## src/rtl/pt_walk_pkg.sv

```systemverilog
package pt_walk_pkg;
  localparam int unsigned VA_W      = 32;
  localparam int unsigned OFF_W     = 12;
  localparam int unsigned ENT_LOG2  = 2;   // 4-byte entries
  localparam int unsigned PRES_BIT  = 0;

  typedef enum logic [1:0] {
    WALK_IDLE = 2'd0,
    WALK_DIR  = 2'd1,
    WALK_PTE  = 2'd2
  } walk_state_e;
endpackage

```

## src/rtl/pt_vaddr_split.sv

```systemverilog
module pt_vaddr_split #(
  parameter int unsigned VA_W  = 32,
  parameter int unsigned OFF_W = 12,
  parameter int unsigned IDX_W = 10,
  localparam int unsigned TOP_W = VA_W - OFF_W - IDX_W
) (
  input  logic [VA_W-1:0]  vaddr_i,
  output logic [TOP_W-1:0] top_idx_o,
  output logic [IDX_W-1:0] sub_idx_o,
  output logic [OFF_W-1:0] off_o
);
  assign top_idx_o = vaddr_i[VA_W-1 -: TOP_W];
  assign sub_idx_o = vaddr_i[OFF_W +: IDX_W];
  assign off_o     = vaddr_i[OFF_W-1:0];
endmodule

```

## src/rtl/pt_addr_form.sv

```systemverilog
module pt_addr_form #(
  parameter int unsigned VA_W     = 32,
  parameter int unsigned OFF_W    = 12,
  parameter int unsigned IDX_W    = 10,
  localparam int unsigned TOP_W   = VA_W - OFF_W - IDX_W,
  localparam int unsigned FRAME_W = VA_W - OFF_W,
  localparam int unsigned WADDR_W = FRAME_W + IDX_W
) (
  input  logic               sel_pte_i,
  input  logic [FRAME_W-1:0] dir_frame_i,
  input  logic [FRAME_W-1:0] tbl_frame_i,
  input  logic [TOP_W-1:0]   top_idx_i,
  input  logic [IDX_W-1:0]   sub_idx_i,
  input  logic [FRAME_W-1:0] page_frame_i,
  input  logic [OFF_W-1:0]   off_i,
  output logic [WADDR_W-1:0] mem_addr_o,
  output logic [VA_W-1:0]    paddr_o
);
  logic [IDX_W-1:0] top_ext;

  // directory index slot is as wide as a table index; pad a narrower one
  generate
    if (TOP_W < IDX_W) begin : g_pad
      assign top_ext = {{(IDX_W-TOP_W){1'b0}}, top_idx_i};
    end else begin : g_same
      assign top_ext = top_idx_i[IDX_W-1:0];
    end
  endgenerate

  assign mem_addr_o = sel_pte_i ? {tbl_frame_i, sub_idx_i} : {dir_frame_i, top_ext};
  assign paddr_o    = {page_frame_i, off_i};
endmodule

```

## src/rtl/pt_walk_ctrl.sv

```systemverilog
module pt_walk_ctrl
  import pt_walk_pkg::*;
(
  input  logic        clk_i,
  input  logic        rst_ni,
  input  logic        req_valid_i,
  input  logic        mem_rvalid_i,
  input  logic        present_i,
  output logic        accept_o,
  output logic        take_pde_o,
  output logic        take_pte_o,
  output logic        sel_pte_o,
  output logic        busy_o,
  output logic        mem_req_o,
  output logic        done_o,
  output logic        fault_o
);
  walk_state_e state_q, state_d;
  logic        miss;

  always_comb begin
    state_d = state_q;
    unique case (state_q)
      WALK_IDLE: if (req_valid_i)  state_d = WALK_DIR;
      WALK_DIR:  if (mem_rvalid_i) state_d = present_i ? WALK_PTE : WALK_IDLE;
      WALK_PTE:  if (mem_rvalid_i) state_d = WALK_IDLE;
      default:                     state_d = WALK_IDLE;
    endcase
  end

  assign accept_o   = (state_q == WALK_IDLE) && req_valid_i;
  assign take_pde_o = (state_q == WALK_DIR) && mem_rvalid_i && present_i;
  assign take_pte_o = (state_q == WALK_PTE) && mem_rvalid_i && present_i;
  assign miss       = (state_q != WALK_IDLE) && mem_rvalid_i && !present_i;
  assign sel_pte_o  = (state_q == WALK_PTE);
  assign busy_o     = (state_q != WALK_IDLE);
  assign mem_req_o  = (state_q == WALK_DIR) || (state_q == WALK_PTE);

  always_ff @(posedge clk_i or negedge rst_ni) begin
    if (!rst_ni) begin
      state_q <= WALK_IDLE;
      done_o  <= 1'b0;
      fault_o <= 1'b0;
    end else begin
      state_q <= state_d;
      done_o  <= take_pte_o;
      fault_o <= miss;
    end
  end

  assert_dir_fault_R5: assert property (@(posedge clk_i) disable iff (!rst_ni)
    (state_q == WALK_DIR && mem_rvalid_i && !present_i) |=> (fault_o && !mem_req_o));
  assert_exclusive_R8: assert property (@(posedge clk_i) disable iff (!rst_ni)
    !(done_o && fault_o));
  assert_done_pulse_R8: assert property (@(posedge clk_i) disable iff (!rst_ni)
    done_o |=> !done_o);
  assert_busy_ends_R7: assert property (@(posedge clk_i) disable iff (!rst_ni)
    (done_o || fault_o) |-> !busy_o);
endmodule

```

## src/rtl/pt_walker.sv

```systemverilog
module pt_walker
  import pt_walk_pkg::*;
#(
  parameter int unsigned VA_W     = pt_walk_pkg::VA_W,
  parameter int unsigned OFF_W    = pt_walk_pkg::OFF_W,
  localparam int unsigned IDX_W   = OFF_W - ENT_LOG2,
  localparam int unsigned TOP_W   = VA_W - OFF_W - IDX_W,
  localparam int unsigned FRAME_W = VA_W - OFF_W,
  localparam int unsigned WADDR_W = VA_W - ENT_LOG2
) (
  input  logic               clk_i,
  input  logic               rst_ni,
  input  logic               req_valid_i,
  input  logic [VA_W-1:0]    req_vaddr_i,
  input  logic [FRAME_W-1:0] dir_frame_i,
  output logic               busy_o,
  output logic               done_o,
  output logic               fault_o,
  output logic [VA_W-1:0]    paddr_o,
  output logic               mem_req_o,
  output logic [WADDR_W-1:0] mem_addr_o,
  input  logic               mem_rvalid_i,
  input  logic [VA_W-1:0]    mem_rdata_i
);
  logic [VA_W-1:0]    vaddr_q;
  logic [FRAME_W-1:0] dir_frame_q, tbl_frame_q;
  logic [TOP_W-1:0]   top_idx;
  logic [IDX_W-1:0]   sub_idx;
  logic [OFF_W-1:0]   off;
  logic [VA_W-1:0]    paddr_d;
  logic [FRAME_W-1:0] entry_frame;
  logic               entry_present;
  logic               accept, take_pde, take_pte, sel_pte;
  logic               unused_status;

  assign entry_frame   = mem_rdata_i[VA_W-1:OFF_W];
  assign entry_present = mem_rdata_i[PRES_BIT];
  assign unused_status = ^mem_rdata_i[OFF_W-1:PRES_BIT+1];

  pt_vaddr_split #(.VA_W(VA_W), .OFF_W(OFF_W), .IDX_W(IDX_W)) u_split (
    .vaddr_i   (vaddr_q),
    .top_idx_o (top_idx),
    .sub_idx_o (sub_idx),
    .off_o     (off)
  );

  pt_walk_ctrl u_ctrl (
    .clk_i        (clk_i),
    .rst_ni       (rst_ni),
    .req_valid_i  (req_valid_i),
    .mem_rvalid_i (mem_rvalid_i),
    .present_i    (entry_present),
    .accept_o     (accept),
    .take_pde_o   (take_pde),
    .take_pte_o   (take_pte),
    .sel_pte_o    (sel_pte),
    .busy_o       (busy_o),
    .mem_req_o    (mem_req_o),
    .done_o       (done_o),
    .fault_o      (fault_o)
  );

  pt_addr_form #(.VA_W(VA_W), .OFF_W(OFF_W), .IDX_W(IDX_W)) u_form (
    .sel_pte_i    (sel_pte),
    .dir_frame_i  (dir_frame_q),
    .tbl_frame_i  (tbl_frame_q),
    .top_idx_i    (top_idx),
    .sub_idx_i    (sub_idx),
    .page_frame_i (entry_frame),
    .off_i        (off),
    .mem_addr_o   (mem_addr_o),
    .paddr_o      (paddr_d)
  );

  always_ff @(posedge clk_i or negedge rst_ni) begin
    if (!rst_ni) begin
      vaddr_q     <= '0;
      dir_frame_q <= '0;
      tbl_frame_q <= '0;
      paddr_o     <= '0;
    end else begin
      if (accept) begin
        vaddr_q     <= req_vaddr_i;
        dir_frame_q <= dir_frame_i;
      end
      if (take_pde) tbl_frame_q <= entry_frame;
      if (take_pte) paddr_o     <= paddr_d;
    end
  end

  assert_addr_hold_R10: assert property (@(posedge clk_i) disable iff (!rst_ni)
    (mem_req_o && !mem_rvalid_i) |=> $stable(mem_addr_o));
  assert_req_ignored_R7: assert property (@(posedge clk_i) disable iff (!rst_ni)
    (busy_o && req_valid_i) |=> $stable(vaddr_q));
  assert_offset_kept_R4: assert property (@(posedge clk_i) disable iff (!rst_ni)
    done_o |-> (paddr_o[OFF_W-1:0] == vaddr_q[OFF_W-1:0]));
endmodule

```

## config.mk

```make
export PLATFORM = sky130hd
export DESIGN_NAME = pt_walker
export DESIGN_NICKNAME = d
export VERILOG_FILES = /design/src/rtl/pt_walk_pkg.sv /design/src/rtl/pt_vaddr_split.sv /design/src/rtl/pt_addr_form.sv /design/src/rtl/pt_walk_ctrl.sv /design/src/rtl/pt_walker.sv
export SDC_FILE = /design/constraint.sdc
export NUM_CORES = 1
export LEC_CHECK = 0
export ABC_AREA = 1
export BUFFER_PORTS_ARGS = -buffer_cell sky130_fd_sc_hd__clkbuf_2
export CAP_MARGIN = 20
export CORE_AREA = 2 2 98 100
export CTS_BUF_LIST = sky130_fd_sc_hd__clkbuf_8
export DETAILED_ROUTE_END_ITERATION = 10
export DIE_AREA = 0 0 100 102
export GPL_TIMING_DRIVEN = 0
export PLACE_DENSITY = 0.85
export SLEW_MARGIN = 20
export SYNTH_ARGS = -nofsm -noshare
export SYNTH_HDL_FRONTEND = slang
export SYNTH_HIERARCHICAL = 1
export SYNTH_SLANG_ARGS = --single-unit
```

## constraint.sdc

```tcl
create_clock -name clk_i -period 3 [get_ports clk_i]
set_input_delay 0.75 -clock clk_i [delete_from_list [all_inputs] [get_ports clk_i]]
set_output_delay 0.75 -clock clk_i [all_outputs]
set_load 0.02 [all_outputs]
```

## After elaboration in Yosys (flattened, before gate mapping)

Cells that the tools add are included.

| operators by class | value |
|---|---|
| reduce and logical (&&, ||, !) cells | 12 |
| muxes and demuxes | 6 |
| equal/unequal tests | 5 |

Operator list:

| operator | count |
|---|---|
| $mux 30 | 1 |
| $mux 2 | 4 |
| $logic_and 1x1->1 | 7 |
| $ne 2x2->1 const B | 3 |
| $pmux 2 s3 | 1 |
| $reduce_and 3->1 | 1 |
| $eq 2x1->1 const B | 1 |
| $eq 2x2->1 const B | 1 |
| $logic_not 2->1 | 1 |
| $reduce_bool 2->1 | 1 |
| $logic_not 1->1 | 1 |
| $logic_or 1x1->1 | 1 |

| word-level totals | value |
|---|---|
| flip-flop bits (word level) | 108 |
| word-level logic and storage cells | 30 |
| input bits | 88 |
| output and inout bits | 66 |

## Depth between registers and ports, before layout

| depth | value |
|---|---|
| word-level depth | 3 |
| mapped depth | 9 |
| depth with buffers taken out | 7 |

## By module

The synthesis kept the hierarchy.

Modules (own cells, without submodules):

| module | cells an instance | instances | area an instance (sq um) |
|---|---|---|---|
| pt_walker | 441 | 1 | 3981.3 |
| pt_addr_form | 129 | 1 | 611.8 |
| pt_vaddr_split | 32 | 1 | 240.2 |
| pt_walk_ctrl | 30 | 1 | 231.5 |

## Worst setup path before layout

Ideal clock, no wire load.

| path | value |
|---|---|
| path type | register to output |
| start | reg u_ctrl.state_q[0] |
| end | out mem_addr_o[28] |
| setup slack | 1.144 ns |
| data required time | 2.250 ns |
| cell stages (with the launch flop) | 6 |
| arrival time | 1.106 ns |
| cell sequence | dfrtp_1 -> inv_1 -> ha_1 -> buf_2 -> nand2_1 -> nand2_1 |

| between the ends | value |
|---|---|
| cells in the longest elaborated chain, start to end | 2 |

RTL lines:

| what | line | RTL |
|---|---|---|
| start: declaration | pt_walk_ctrl.sv:18 | `walk_state_e state_q, state_d;` |
| start signal: assignment | pt_walk_ctrl.sv:45 | `state_q <= state_d;` |
| $eq 2x2->1 | pt_walk_ctrl.sv:35 | `assign sel_pte_o = (state_q == WALK_PTE);` |
| named net sel_pte | pt_walker.sv:33 | `logic accept, take_pde, take_pte, sel_pte;` |
| $mux 30 | pt_addr_form.sv:30 | `assign mem_addr_o = sel_pte_i ? {tbl_frame_i, sub_idx_i} : {dir_frame_i, top_ext};` |
| end: declaration | pt_walker.sv:21 | `output logic [WADDR_W-1:0] mem_addr_o,` |

The timed path passes the listed nets, and every way through them passes these cells.

## Final worst setup path

Same ends and word-level chain as after synthesis.

==> run metrics <==
outcome=finished, final reports clean; met2 GRT Util=37.6%; buffer depth of the longest clock path=2; hold_buf cts=0; Max Freq=396 MHz; Cells after Synth=632; Via density=4.65; CP Launch Type=register; Fillers=813; post-route cell area=6130 um^2; Seq/Total Area, Yosys=53.4%; Synthesized Nets=723; drt drc=0; Worst Path Arrival=1.78 ns; # port buffers=142; final std cells w/o fill=902; placed inst area=5950 um^2; fin crit period=2.53 ns; CTS clk-pin slew, worst paths=0.11 ns; Hold Crit Class=in -> async; max_slew headroom=76.6%; I/O pin total=154; post_cts resized=0; post-DP HPWL=8.34 mm; #FFs+latches synth=108; most used routing layer=met2; fin nets=877; GR Util All Layers=22.2%; H-tree Lvls=3; die width=100 um; YS warnings=6; Leak=0.00376 uW; largest net degree at the start of global routing=69; Die Y=102 um; Congestion Overflow GR=0; PwrDens=1040 nW/um^2; Num CTS Buffers=9; met1 Use GR=30.7%; Tcrit/Tclk final=84.2%; CTS Root Cell=clkbuf_8; WS Path Type=reg -> out; core area=9110 um^2; CTS tree=built; n_diodes=0; max_cap viols=0; initial DRC count=121; Die ar.=10,200 um^2; crit path max fanout=10; final setup vio count=0; antenna-violating nets left=0; Slew @ Worst Pin=0.351 ns; vias=4,191; worst skew pair latency=0.36 ns; setup tns final=0 ns; Syn Std Cell Area=5060 um^2; initial antenna violation count=0; drt wl/cell=12.1 um; DRT Pass-1 Iters=5; max-slew violation count=0; vias in the first global route=3,891; final wirelength=10.9 mm; Clock Skews=0.0186 ns; row cnt=35; average cell area after synthesis=8.01 um^2; first-pass GRT wire length=17.9 mm; Hold Violations, Final=0; share of cells above drive strength 1=32.1%; placed cells=886; number of clock sinks=108; fin util=67.3%; Setup crit end kind=output port; Worst VDD drop=0.000483 V; Area Growth Syn to Fin=21.1%; most frequent cells in the layout=412 x nand2_1, 141 x clkbuf_2, 108 x dfrtp_1, 73 x buf_4; Post-CTS Setup Bufs=0; commonest non-fill, non-tap cell in the layout=nand2_1; RSZ-0062 raised after global routing=no; Netlist cell types=15; critical path required time=2.25 ns; Initial Util=55.6%; M3 GR Usage=3.01%; Final Wtd Congestion=0.859
==> worst paths after layout <==
path | start | end | cells after the start | slack [ns]
setup / recovery | u_ctrl/state_q[0]$_DFFE_PN0P_ | mem_addr_o[28] | 6 | 0.47
hold / removal | rst_ni | paddr_o[26]$_DFFE_PN0P_ | 1 | 0.28
setup reg to reg | u_ctrl/state_q[0]$_DFFE_PN0P_ | paddr_o[7]$_DFFE_PN0P_ | 8 | 1.44
hold reg to reg | paddr_o[12]$_DFFE_PN0P_ | paddr_o[12]$_DFFE_PN0P_ | 2 | 0.48
max in group asynchronous | rst_ni | paddr_o[19]$_DFFE_PN0P_ | 2 | 2.05
min in group clk_i | paddr_o[12]$_DFFE_PN0P_ | paddr_o[12]$_DFFE_PN0P_ | 2 | 0.48
==> cell usage after synthesis <==
| cell | number | area [um^2] |
|---|---|---|
| inv_6 | 1 | 8.76 |
| buf_2 | 10 | 50.1 |
| nand3_1 | 2 | 10.0 |
| buf_6 | 9 | 101 |
| inv_1 | 7 | 26.3 |
| inv_2 | 2 | 7.51 |
| ha_1 | 3 | 37.5 |
| nand2_1 | 412 | 1550 |
| and3_1 | 1 | 6.26 |
| inv_4 | 1 | 6.26 |
| buf_4 | 73 | 548 |
| o21ai_1 | 1 | 5.00 |
| dfrtp_1 | 108 | 2700 |
| nor2_1 | 1 | 3.75 |
| nor3_1 | 1 | 5.00 |
==> report_power, final <==
part	internal (uW)	switching, uW	leakage, uW
clock network	316	516	0.0000939
registers	2110	361	0.00136
logic	1260	1850	0.00231
total	3680	2720	0.00376
==> state kept, by name, indices dropped and copies added, names as in the netlist <==
| name | flops |
|---|---|
| dir_frame_q | 20 |
| paddr_o | 32 |
| tbl_frame_q | 20 |
| u_ctrl/done_o | 1 |
| u_ctrl/fault_o | 1 |
| u_ctrl/state_q | 2 |
| vaddr_q | 32 |
==> layer usage <==
metal / wire (um) / up-vias / part of all wire (%)
li1: - / 2126 / -
met1: 5030 / 1935 / 46
met2: 5250 / 121 / 48
met3: 552 / 9 / 5.1
met4: 87 / 0 / 0.80
met5: 0 / - / 0
==> final cells by class <==
class | count | area, um^2 | share of cell area (%)
Buffer | 92 | 699 | 11.4
Clock inverter | 7 | 57.6 | 0.939
Clock buffer | 9 | 124 | 2.02
Tap cell | 111 | 139 | 2.26
Sequential cell | 108 | 2700 | 44.1
Multi-Input combinational cell | 421 | 1610 | 26.3
Timing Repair Buffer | 143 | 747 | 12.2
Inverter | 11 | 48.8 | 0.796
==> critical path: stages (launching register included) <==
cell and delay (ns):
dfrtp_1 0.41, inv_1 0.09, ha_1 0.27, buf_2 0.28, nand2_1 0.10, nand2_1 0.09
clkbuf_2 0.18
==> logic make-up (layout without fill, tap and decap cells) <==
group / count (synthesis) / after routing / synth area share (%)
AOI/OAI and AO/OA: 1 / 1 / 0.0987
adders and majority gates: 3 / 3 / 0.741
and+or+nand+nor: 417 / 417 / 31.0
DFF: 108 / 108 / 53.4
buffers and inverters: 103 / 262 / 14.8
==> through the flow <==
stage,setup WS [ns],power [uW],hold WS [ns]
after floorplan,1.14,4650,0.442
after global placement,-0.229,5510,0.452
final,0.475,6400,0.283
after CTS,0.448,6460,0.287
after global routing,0.350,6910,0.302
after detailed placement,0.840,5630,0.458
Power figures use the tool's default switching activity.
